`config.mk`:
```
export PLATFORM = sky130hd
export DESIGN_NAME = pfd_comparator
export DESIGN_NICKNAME = d
export VERILOG_FILES = /design/src/rtl/pfd_pkg.sv /design/src/rtl/pfd_edge_sync.sv /design/src/rtl/pfd_fsm.sv /design/src/rtl/pfd_lock_qual.sv /design/src/rtl/pfd_comparator.sv
export SDC_FILE = /design/constraint.sdc
export NUM_CORES = 1
export LEC_CHECK = 0
export BUFFER_PORTS_ARGS = -buffer_cell sky130_fd_sc_hd__buf_4
export CAP_MARGIN = 5
export CORE_AREA = 8 8 45 47
export DETAILED_ROUTE_END_ITERATION = 12
export DIE_AREA = 0 0 53 55
export GPL_ROUTABILITY_DRIVEN = 0
export PLACE_DENSITY = 0.62
export SETUP_SLACK_MARGIN = 0.4
export SYNTH_ARGS = -nofsm -noshare
export SYNTH_HDL_FRONTEND = slang
export SYNTH_SLANG_ARGS = --single-unit
```
`constraint.sdc`:
```
create_clock -name clk -period 1.75 [get_ports clk]
set_input_delay 0.175 -clock clk [delete_from_list [all_inputs] [get_ports clk]]
set_output_delay 0.175 -clock clk [all_outputs]
set_load 0.02 [all_outputs]
```
`src/rtl/pfd_pkg.sv`:
```
package pfd_pkg;

    // Comparator states; the encoding doubles as the {up, down} output code.
    typedef enum logic [1:0] {
        ST_IDLE = 2'b00,
        ST_UP   = 2'b10,
        ST_DN   = 2'b01
    } pfd_state_e;

    localparam int CORR_W      = 2;
    localparam int CORR_UP_BIT = 1;
    localparam int CORR_DN_BIT = 0;

    localparam logic [CORR_W-1:0] CODE_OFF  = 2'b00;
    localparam logic [CORR_W-1:0] CODE_UP   = 2'b10;
    localparam logic [CORR_W-1:0] CODE_DOWN = 2'b01;

endpackage

```
`src/rtl/pfd_edge_sync.sv`:
```
module pfd_edge_sync #(
    parameter int STAGES = 2
) (
    input  logic clk,
    input  logic rst_n,
    input  logic d_i,
    output logic rise_o
);

    localparam int LAST = STAGES - 1;

    logic [STAGES-1:0] sync_q;
    logic              hist_q;

    // First stage captures the asynchronous input.
    always_ff @(posedge clk or negedge rst_n) begin
        if (!rst_n) begin
            sync_q[0] <= 1'b0;
        end else begin
            sync_q[0] <= d_i;
        end
    end

    // Remaining synchronizer stages.
    for (genvar g = 1; g < STAGES; g++) begin : g_stage
        always_ff @(posedge clk or negedge rst_n) begin
            if (!rst_n) begin
                sync_q[g] <= 1'b0;
            end else begin
                sync_q[g] <= sync_q[g-1];
            end
        end
    end

    // Delayed copy of the synchronized level, for edge detection.
    always_ff @(posedge clk or negedge rst_n) begin
        if (!rst_n) begin
            hist_q <= 1'b0;
        end else begin
            hist_q <= sync_q[LAST];
        end
    end

    assign rise_o = sync_q[LAST] & ~hist_q;


    falling_no_rise_chk: assert property (@(posedge clk) disable iff (!rst_n)
        (hist_q && !sync_q[LAST]) |-> !rise_o);

endmodule

```
`src/rtl/pfd_fsm.sv`:
```
module pfd_fsm
    import pfd_pkg::*;
(
    input  logic              clk,
    input  logic              rst_n,
    input  logic              ref_rise_i,
    input  logic              fb_rise_i,
    output logic [CORR_W-1:0] corr_o,
    output logic              active_o,
    output logic              idle_o
);

    pfd_state_e state_q;
    pfd_state_e state_d;

    // Next-state decision.
    always_comb begin
        state_d = state_q;
        unique case (state_q)
            ST_IDLE: begin
                if (ref_rise_i && !fb_rise_i) begin
                    state_d = ST_UP;
                end else if (fb_rise_i && !ref_rise_i) begin
                    state_d = ST_DN;
                end else begin
                    state_d = ST_IDLE;
                end
            end
            ST_UP: begin
                if (fb_rise_i) begin
                    state_d = ST_IDLE;
                end else begin
                    state_d = ST_UP;
                end
            end
            ST_DN: begin
                if (ref_rise_i) begin
                    state_d = ST_IDLE;
                end else begin
                    state_d = ST_DN;
                end
            end
            default: state_d = ST_IDLE;
        endcase
    end

    // State register.
    always_ff @(posedge clk or negedge rst_n) begin
        if (!rst_n) begin
            state_q <= ST_IDLE;
        end else begin
            state_q <= state_d;
        end
    end

    // Output decode from the registered state.
    always_comb begin
        corr_o   = CODE_OFF;
        active_o = 1'b0;
        idle_o   = 1'b1;
        unique case (state_q)
            ST_IDLE: begin
                corr_o   = CODE_OFF;
                active_o = 1'b0;
                idle_o   = 1'b1;
            end
            ST_UP: begin
                corr_o   = CODE_UP;
                active_o = 1'b1;
                idle_o   = 1'b0;
            end
            ST_DN: begin
                corr_o   = CODE_DOWN;
                active_o = 1'b1;
                idle_o   = 1'b0;
            end
            default: begin
                corr_o   = CODE_OFF;
                active_o = 1'b0;
                idle_o   = 1'b1;
            end
        endcase
    end


    ref_lead_up_chk: assert property (@(posedge clk) disable iff (!rst_n)
        (state_q == ST_IDLE && ref_rise_i && !fb_rise_i) |=> corr_o == CODE_UP);


    fb_lead_down_chk: assert property (@(posedge clk) disable iff (!rst_n)
        (state_q == ST_IDLE && fb_rise_i && !ref_rise_i) |=> corr_o == CODE_DOWN);


    up_release_chk: assert property (@(posedge clk) disable iff (!rst_n)
        (corr_o == CODE_UP && fb_rise_i) |=> corr_o == CODE_OFF);


    down_release_chk: assert property (@(posedge clk) disable iff (!rst_n)
        (corr_o == CODE_DOWN && ref_rise_i) |=> corr_o == CODE_OFF);


    coincident_idle_chk: assert property (@(posedge clk) disable iff (!rst_n)
        (corr_o == CODE_OFF && ref_rise_i && fb_rise_i) |=> corr_o == CODE_OFF);


    down_hold_chk: assert property (@(posedge clk) disable iff (!rst_n)
        (corr_o == CODE_DOWN && !ref_rise_i) |=> corr_o == CODE_DOWN);

endmodule

```
`src/rtl/pfd_lock_qual.sv`:
```
module pfd_lock_qual #(
    parameter int LOCK_CYCLES = 8
) (
    input  logic clk,
    input  logic rst_n,
    input  logic active_i,
    input  logic ref_rise_i,
    output logic lock_o
);

    localparam int CNT_W = $clog2(LOCK_CYCLES + 1);
    localparam logic [CNT_W-1:0] CNT_MAX = CNT_W'(LOCK_CYCLES);

    logic [CNT_W-1:0] good_q;
    logic             prev_active_q;
    logic             wide_now;

    // A correction pulse is too wide once it is active on two clocks in a row.
    assign wide_now = active_i & prev_active_q;

    always_ff @(posedge clk or negedge rst_n) begin
        if (!rst_n) begin
            prev_active_q <= 1'b0;
        end else begin
            prev_active_q <= active_i;
        end
    end

    // Count clean reference cycles, saturating at the threshold.
    always_ff @(posedge clk or negedge rst_n) begin
        if (!rst_n) begin
            good_q <= '0;
        end else if (wide_now) begin
            good_q <= '0;
        end else if (ref_rise_i && good_q != CNT_MAX) begin
            good_q <= good_q + 1'b1;
        end
    end

    assign lock_o = (good_q == CNT_MAX);


    wide_unlock_chk: assert property (@(posedge clk) disable iff (!rst_n)
        wide_now |=> !lock_o);


    lock_on_ref_chk: assert property (@(posedge clk) disable iff (!rst_n)
        $rose(lock_o) |-> $past(ref_rise_i));

endmodule

```
`src/rtl/pfd_comparator.sv`:
```
module pfd_comparator
    import pfd_pkg::*;
#(
    parameter int SYNC_STAGES = 2,
    parameter int LOCK_CYCLES = 8
) (
    input  logic              clk,
    input  logic              rst_n,
    input  logic              ref_in,
    input  logic              fb_in,
    output logic [CORR_W-1:0] corr_o,
    output logic              pulse_o,
    output logic              lock_o
);

    localparam int N_IN   = 2;
    localparam int IDX_RF = 0;
    localparam int IDX_FB = 1;

    logic [N_IN-1:0] raw_in;
    logic [N_IN-1:0] rise;
    logic            active;
    logic            idle;

    assign raw_in[IDX_RF] = ref_in;
    assign raw_in[IDX_FB] = fb_in;

    for (genvar g = 0; g < N_IN; g++) begin : g_in
        pfd_edge_sync #(
            .STAGES (SYNC_STAGES)
        ) u_sync (
            .clk    (clk),
            .rst_n  (rst_n),
            .d_i    (raw_in[g]),
            .rise_o (rise[g])
        );
    end

    pfd_fsm u_fsm (
        .clk        (clk),
        .rst_n      (rst_n),
        .ref_rise_i (rise[IDX_RF]),
        .fb_rise_i  (rise[IDX_FB]),
        .corr_o     (corr_o),
        .active_o   (active),
        .idle_o     (idle)
    );

    pfd_lock_qual #(
        .LOCK_CYCLES (LOCK_CYCLES)
    ) u_lock (
        .clk        (clk),
        .rst_n      (rst_n),
        .active_i   (active),
        .ref_rise_i (rise[IDX_RF]),
        .lock_o     (lock_o)
    );

    assign pulse_o = idle;


    no_both_chk: assert property (@(posedge clk) disable iff (!rst_n)
        !(corr_o[CORR_UP_BIT] && corr_o[CORR_DN_BIT]));


    pulse_idle_chk: assert property (@(posedge clk) disable iff (!rst_n)
        pulse_o == (corr_o == CODE_OFF));

endmodule

```
==> Word level (Yosys, flattened, before mapping) <==
Cells that the tools add are included.
{ "totals": {"reg_bits": 13, "out_inout_bits": 4, "input_bits": 4} }
{ "op_classes": {"n_mux": 10, "add_sub_neg": 1, "n_eq_ne": 4, "reduce_logical": 8, "n_bitwise": 5} }
{ "op_table": {"columns": ["operator", "count"], "rows": [
  ["two-way mux 4 bit", 2],
  ["one-hot mux 2 bit (3 select lines)", 1],
  ["adder 4 x 1 -> 4 bit, second input constant", 1],
  ["== test 4 bit, second input constant", 1],
  ["two-way mux 1 bit", 4],
  ["two-way mux 2 bit", 2],
  ["inequality test 4 bit, second input constant", 1],
  ["one-hot mux 2 bit (2 select lines)", 1],
  ["AND 1 bit", 3],
  ["logical AND 1 bit", 3],
  ["== test 2 x 1 -> 1 bit, second input constant", 1],
  ["== test 2 bit, second input constant", 1],
  ["logical NOT 1 bit", 2],
  ["logical NOT 2 bit", 1],
  ["NOT 1 bit", 2],
  ["nonzero test 2 bit", 1],
  ["OR reduction 2 bit", 1]
]} }

==> Longest topological paths before layout <==
Gate-level depths: netlist of the first run.
{ "logic_depth": {"ltp_word": 7, "mapped_depth": 6} }

==> Hierarchy <==
From an unflattened synthesis of the first run, not the netlist that was laid out.
{ "hier_totals": {"cells_unflattened": 46, "hier_area_um2": 593.1} }
{ "modules_own_cells": {"columns": ["mod", "n_inst", "cells_each", "seq_area_each_um2", "area_each_um2"], "rows": [
  ["pfd_lock_qual", 1, 24, 125.1, 271.5],
  ["pfd_edge_sync", 2, 4, 75.1, 88.8],
  ["pfd_fsm", 1, 14, 50.0, 143.9]
]} }

==> Worst setup path before layout of the first run <==
OpenSTA, ideal clock, no wires.
{ "synth_timing": {"kind": "register -> register", "startpoint": "register u_lock.good_q[0]", "endpoint": "register u_lock.good_q[2]", "t_arrival_ps": 1295, "slack_ps": 378, "path_stages_with_launch": 7, "path_buffers": 0, "period_less_slack_ps": 1372, "required_ps": 1673, "path_cell_list": "dfrtp_1 -> inv_1 -> ha_1 -> nand3b_4 -> inv_2 -> or4_1 -> a21oi_1"} }
{ "synth_via": {"elab_chain_cells": 3} }
{ "synth_lines": {"columns": ["element", "line_no", "text"], "rows": [
  ["start: declaration", "pfd_lock_qual.sv:14", "logic [CNT_W-1:0] good_q;"],
  ["start signal: assignment", "pfd_lock_qual.sv:36", "good_q <= good_q + 1'b1;"],
  ["adder 4 x 1 -> 4 bit / inequality test 4 bit (equally long branches)", "pfd_lock_qual.sv:36, pfd_lock_qual.sv:35", null],
  ["two-way mux 4 bit / logical AND 1 bit (equally long branches)", "pfd_lock_qual.sv:35", "end else if (ref_rise_i && good_q != CNT_MAX) begin"],
  ["two-way mux 4 bit / nonzero test 2 bit (equally long branches)", null, null]
]} }
Parallel ways exist; a longest one is shown, timed or not. The select of a mux whose other input is x is not followed.
A chain may end at the register's enable or synchronous reset.

==> Worst setup path in the final report of the first run <==
{ "layout_timing": {"startpoint": "register u_lock.good_q[1]", "endpoint": "register u_lock.good_q[2]"} }
Same word-level chain as after synthesis.

==> results of run 1 <==
-- layout by cell type, fill, tap and decap left out --
cell,netlist,routed
dfrtp_1,13,13
buf_4,0,10
inv_2,1,5
a21oi_1,6,5
o21ai_0,4,4
buf_6,0,4
nand3_1,3,3
ha_2,0,3
clkbuf_4,0,3
dlygate4sd3_1,0,3
nor2b_1,2,2
nor3_1,2,2
ha_4,0,2
ha_1,7,2
nand3b_4,1,1
inv_4,0,1
nand2b_4,1,1
and2_1,1,1
or3_1,1,1
clkinvlp_4,0,1
or4_4,0,1
a21oi_2,0,1
clkbuf_1,0,1
-- power by group through the flow --
stage | clock network (mW) | registers, mW | logic, mW
2_1_floorplan | 0 | 0.413 | 0.260
3_3_place_gp | 0 | 0.425 | 0.366
3_5_place_dp | 0 | 0.427 | 0.376
4_1_cts | 0.186 | 0.413 | 0.443
5_1_grt | 0.203 | 0.432 | 0.672
6_report | 0.178 | 0.425 | 0.616
-- worst min path at each step --
| stage | start | to | slack [ns] | cells past startpoint |
|---|---|---|---|---|
| 6_report | rst_n | u_lock.good_q[2]$_DFFE_PN0P_ | 0.28 | 2 |
| 4_1_cts | ref_in | g_in[0].u_sync.sync_q[0]$_DFF_PN0_ | 0.003 | 1 |
| 3_5_place_dp | rst_n | u_lock.good_q[2]$_DFFE_PN0P_ | 0.03 | 1 |
| 5_1_grt | rst_n | u_lock.good_q[2]$_DFFE_PN0P_ | 0.27 | 2 |
| 2_1_floorplan | rst_n | g_in[0].u_sync.hist_q$_DFF_PN0_ | -0.12 | 0 |
| 3_3_place_gp | rst_n | u_lock.good_q[3]$_DFFE_PN0P_ | 0.03 | 1 |
-- layout make-up --
| cell class | count | area share (%) |
|---|---|---|
| Sequential cell | 13 | 39.5 |
| Tap cell | 16 | 2.43 |
| Clock buffer | 4 | 3.19 |
| Inverter | 7 | 3.95 |
| Timing Repair Buffer | 17 | 18.2 |
| Multi-Input combinational cell | 29 | 32.7 |
-- kinds of logic (layout without fill, tap and decap cells) --
logic type	Yosys count	in the layout
simple gates	12	12
fa+ha+maj	7	7
buf+inv	7	28
flops	13	13
compound gates	10	10
-- registers in the layout, indices dropped and copies added, names as in the netlist --
| signal | count |
|---|---|
| g_in.u_sync.sync_q | 4 |
| u_lock.prev_active_q | 1 |
| g_in.u_sync.hist_q | 2 |
| u_lock.good_q | 4 |
| u_fsm.state_q | 2 |
-- what timing repair did --
action | 4_1_cts | 5_1_grt
endpoints found under the setup margin | 3 | 5
hold buffers | 1 | 2
gates resized for setup | 3 | 15
buffers inserted | 4 | 3
gates cloned | 0 | 0
pin swaps | 1 | 3
hold endpoints to repair | 13 | 2
-- layer usage --
layer / track usage, % / wire, um / vias up
met3: 5.08 / 52 / 4
met1: 8.50 / 465 / 215
met2: 14.6 / 664 / 8
met4: 4.74 / 26 / 0
met5: 0 / 0 / -
li1: - / - / 205
-- worst register-to-register path: cells and delay by family, from the launching register on --
family | cells | cell delay (ns)
and+or+nand+nor | 1 | 0.51
buffers and inverters | 1 | 0.08
AOI/OAI and AO/OA | 1 | 0.13
adders and majority gates | 1 | 0.23
DFF | 1 | 0.42
-- stage by stage --
stage	instance area [sq um]	setup slack [ns]	cells	utilization [%]	hold WS [ns]
after floorplan	584	0.415	49	-	-0.121
after global routing	823	0.269	86	59.5	0.274
after detailed placement	657	0.382	72	47.5	0.0260
final	823	0.319	86	59.5	0.276
after CTS	729	0.335	81	52.7	0.00274
after global placement	657	0.402	72	47.5	0.0251
==> flow_summary.json, run 1 <==
{
  "final_layout_size_suffix_gt1_share_pct": 47.1,
  "path_clk_slew_ns": 0.08,
  "avgViaCountPerCell": 5.02,
  "grt_max_degree": 14,
  "cell_internal_pwr_uw": 774,
  "crit_chain": "ha_2 > clkinvlp_4 > or4_4 > a21oi_2",
  "drt_iter0_markers": 4,
  "dieHeight_um": 55,
  "crit_end": "u_lock.good_q[2]$_DFFE_PN0P_",
  "route.detailed.drc": 0,
  "synthesis.instances": 49,
  "r2r_cells": 4,
  "synth_compound_area_share_pct": 8.60,
  "num_vias": 432,
  "synth_top_cell_by_area": "dfrtp_1",
  "num-fill-cells": 121,
  "port_buffers": 7,
  "dieWidth_um": 53,
  "maxCapViolCount": 0,
  "start_util_pct": 42.0,
  "rsz0062_at_grt": "yes",
  "hpwl_um": 730,
  "wl_per_cell_um": 14.0,
  "firstDrtPassIters": 2,
  "fin_setup_tns_ns": 0,
  "synth_fa_ha_area_share_pct": 15.1,
  "yosysUniqueCellTypes": 15,
  "syn2layout_area_growth_pct": 41.5,
  "ys.flop_type": "dfrtp_1",
  "crit_buf_inv": 1,
  "clockBufferDepth": 2,
  "power.total_mw": 1.22,
  "synth_top_family_by_area": "simple AND/OR/NAND/NOR gates",
  "p_sw_uw": 445,
  "ys_ff_latch": 13,
  "path_depth": 4,
  "finalHoldViolCount": 0,
  "pwr-share-comb_pct": 50.5,
  "syn_area_sq_um": 582,
  "ir_worst_vdd_v": 0.000832,
  "relSlewSlack_pct": 79.4,
  "grt_pass1_wl_mm": 1.81,
  "rrSetupSlack_ns": 0.32,
  "crit_fanout": 4,
  "switching_share_pct": 36.5,
  "critPathRequiredTime_ns": 1.96,
  "power.density_nw_per_um2": 1480,
  "diodes": 0,
  "tightestPinTransition_ns": 0.309,
  "synth-xor-area-share_pct": 0,
  "overflow": 0,
  "sequentialPowerShare_pct": 34.9,
  "max_freq_ghz": 0.699,
  "synth_top_cell_area_share_pct": 55.9,
  "r2r_start": "u_lock.good_q[1]$_DFFE_PN0P_",
  "syn_area_per_cell_sq_um": 11.9,
  "synth_mux_area_share_pct": 0,
  "arrival_ns": 1.64,
  "h-tree-depth": 1,
  "io-pin-count": 8,
  "clock_latency_ns": 0.27,
  "cts_sinks": 13,
  "cp-startpoint": "u_lock.good_q[1]$_DFFE_PN0P_",
  "synthSimpleGateAreaFrac_pct": 15.7,
  "core_sq_um": 1380,
  "synth_nets": 60,
  "antenna_found_initial": 0,
  "layout.nets": 82,
  "wirelength_mm": 1.21,
  "yosys_warnings": 0,
  "startpoint_type": "register",
  "outcome": "finished clean",
  "fin_crit_ns": 1.43,
  "clock_power_share_pct": 14.6,
  "slew_viol_final": 0,
  "r2r-end": "u_lock.good_q[2]$_DFFE_PN0P_",
  "synth_edf_count": 0,
  "synth_most_common_cell": "dfrtp_1",
  "crit_type": "reg -> reg",
  "multi_input_area_sq_um": 269,
  "cpPeakStageDelay_ns": 0.51,
  "post-route-period-util_pct": 81.8,
  "area.sequential_sq_um": 325,
  "grtUsageTotal_pct": 8.80,
  "fin_worst_skew_ns": 0.00967,
  "end_kind": "register",
  "synth_async_sr_flop_share_pct": 100,
  "cts-root-buf": "clkbuf_4",
  "setup_violations": 0,
  "critPathTopFamily": "simple AND/OR/NAND/NOR gates",
  "ys_seq_area_share_pct": 55.9,
  "final_antenna_net_count": 0,
  "cpMaxStageDelayCell": "or4_4",
  "numCtsBuffers": 3,
  "synth.area.top_cells": "dfrtp_1 56%, ha_1 15%, a21oi_1 5.2%, nand3b_4 3.4%, o21ai_0 3.4%",
  "first_global_vias": 431,
  "hold_class": "in -> async",
  "tritoncts": "done",
  "rows": 14,
  "p_leak_nw": 0.391,
  "synth.top_cells.by_count": "13 x dfrtp_1, 7 x ha_1, 6 x a21oi_1",
  "dieArea_sq_um": 2920
}
Power figures use the tool's default switching activity.
==> run 2: changes to the inputs <==
Settings changed: ABC_AREA set to 1, PLACE_DENSITY 0.62 to 0.66.
Clock period 1.75 ns to 1.2 ns, I/O delays scaled along.
==> flow_summary.json, run 2 <==
{
  "outcome": "complete, but fails checks",
  "num_vias": 479,
  "violations": "setup timing",
  "syn2layout_area_growth_pct": 55.0,
  "wl_per_cell_um": 13.3,
  "cp-startpoint": "u_lock.good_q[1]$_DFFE_PN0P_",
  "fin_crit_ns": 1.31,
  "route.detailed.drc": 0,
  "rrSetupSlack_ns": -0.08,
  "largestRegisters": "g_in.u_sync.sync_q: 4 flops, u_lock.good_q: 4 flops",
  "rsz0062_at_grt": "yes",
  "final_cell_mix": "13 x dfrtp_1, 10 x nand2_1, 9 x buf_4",
  "whs_ns": 0.211,
  "synthesis.instances": 61,
  "crit_type": "reg -> out",
  "avgViaCountPerCell": 4.79,
  "hold_class": "in -> async",
  "p_leak_nw": 0.455,
  "cts-root-buf": "clkbuf_4",
  "critPathRequiredTime_ns": 1.08,
  "rows": 14,
  "ys.flop_type": "dfrtp_1",
  "r2r-end": "u_lock.good_q[3]$_DFFE_PN0P_",
  "synth_edf_count": 0,
  "dieArea_sq_um": 2920,
  "synth_most_common_cell": "nand2_1",
  "final_common_cell": "dfrtp_1",
  "final_layout_size_suffix_gt1_share_pct": 47.6,
  "end_kind": "primary output",
  "tightestPinTransition_ns": 0.260,
  "setup_ws_ns": -0.110,
  "layout.nets": 96,
  "core_sq_um": 1380,
  "synth_top_cell_area_share_pct": 54.2,
  "crit_end": "lock_o",
  "dieWidth_um": 53,
  "arrival_ns": 1.19,
  "relSlewSlack_pct": 82.7,
  "first_global_vias": 528,
  "slew_viol_final": 0,
  "yosysUniqueCellTypes": 11,
  "dieHeight_um": 55,
  "synth.area.top_cells": "dfrtp_1 54%, ha_1 15%, nand2_1 8.8%, inv_1 6.3%, nand4_1 4.2%",
  "synth.top_cells.by_count": "14 x nand2_1, 13 x dfrtp_1, 10 x inv_1",
  "synth_nets": 72,
  "overflow": 0,
  "numCtsBuffers": 3,
  "r2r_start": "u_lock.good_q[1]$_DFFE_PN0P_",
  "firstDrtPassIters": 4,
  "drt_iter0_markers": 4,
  "ys_ff_latch": 13,
  "fin_worst_skew_ns": 0.00963,
  "post-route-period-util_pct": 109,
  "utilization_pct": 67.3,
  "syn_area_sq_um": 601,
  "wirelength_mm": 1.33,
  "final_antenna_net_count": 0,
  "cts_sinks": 13,
  "max_freq_ghz": 0.763,
  "path_clk_slew_ns": 0.09,
  "grt_max_degree": 14,
  "io-pin-count": 8,
  "ir_worst_vdd_v": 0.00161,
  "synth_top_cell_by_area": "dfrtp_1",
  "setup_violations": 8,
  "syn_area_per_cell_sq_um": 9.85,
  "ys_seq_area_share_pct": 54.2,
  "grtUsageTotal_pct": 10.9,
  "h-tree-depth": 1,
  "crit_fanout": 2,
  "clock_latency_ns": 0.28,
  "port_buffers": 7,
  "grt_pass1_wl_mm": 2.29,
  "clockBufferDepth": 2,
  "power.density_nw_per_um2": 2330,
  "hpwl_um": 877,
  "finalHoldViolCount": 0,
  "synth_async_sr_flop_share_pct": 100,
  "diodes": 0,
  "yosys_warnings": 0,
  "maxCapViolCount": 0,
  "startpoint_type": "register",
  "antenna_found_initial": 0,
  "tritoncts": "done",
  "r2r_cells": 9,
  "start_util_pct": 43.4
}
[run 2: where the power goes]
part / switching [mW] / internal [mW] / leakage (nW)
sequential: 0.101 / 0.544 / 0.161
clock: 0.144 / 0.129 / 0.0150
combinational: 0.612 / 0.640 / 0.278
total: 0.858 / 1.31 / 0.455
[run 2: metrics by stage]
step	TNS, ns	setup slack (ns)	total power, mW	std cells	cell area [sq um]
2_1_floorplan	0	0.00748	1.27	61	668
3_3_place_gp	0	0.0505	1.53	88	771
3_5_place_dp	0	0.0151	1.59	88	771
4_1_cts	-0.389	-0.101	2.01	99	878
5_1_grt	-1.06	-0.168	2.31	100	931
6_report	-0.620	-0.110	2.17	100	931
[run 2: cells by family (layout without fill, tap and decap cells)]
logic type	after synthesis	count (layout)	synth area share, %
compound gates	4	4	3.33
flops	13	13	54.2
simple gates	27	27	21.7
buf+inv	10	33	6.25
fa+ha+maj	7	7	14.6
[run 2: worst min path at each step]
stage                     startpoint                               to  slack [ns]
after detailed placement       rst_n       u_fsm.state_q[0]$_DFF_PN0_       -0.03
after global routing           rst_n     u_lock.good_q[2]$_DFFE_PN0P_        0.23
after floorplan                rst_n  g_in[0].u_sync.hist_q$_DFF_PN0_       -0.18
after global placement         rst_n       u_fsm.state_q[0]$_DFF_PN0_       -0.03
after CTS                      rst_n       u_fsm.state_q[0]$_DFF_PN0_        0.22
final                          rst_n       u_fsm.state_q[0]$_DFF_PN0_        0.21
[run 2: area by class of cell]
| cell class | count | area (sq um) |
|---|---|---|
| clock buffers | 4 | 26.3 |
| fillers | 108 | 453 |
| inverters | 10 | 40.0 |
| multi-input cells | 38 | 343 |
| flip-flops and latches | 13 | 325 |
| well taps | 16 | 20.0 |
| repair buffers | 19 | 176 |
[run 2: metal layers]
metal	track usage (%)	vias up	routed length (um)
met2	18.6	12	628
met3	4.01	6	66
met1	11.2	222	581
li1	-	239	-
met4	6.47	0	48
met5	0	-	0
[run 2: worst max-delay path, stage by stage, from the launching register on]
cell and delay (ns):
dfrtp_1 0.41, inv_2 0.09, ha_4 0.15, nand2_4 0.05
nor2_4 0.09, buf_6 0.12
[run 2: what timing repair did]
action,4_1_cts,5_1_grt
endpoints found under the setup margin,11,11
hold buffers,3,0
setup buffers,4,1
gates resized for setup,6,12
hold endpoints to repair,15,0
pin swaps,5,1
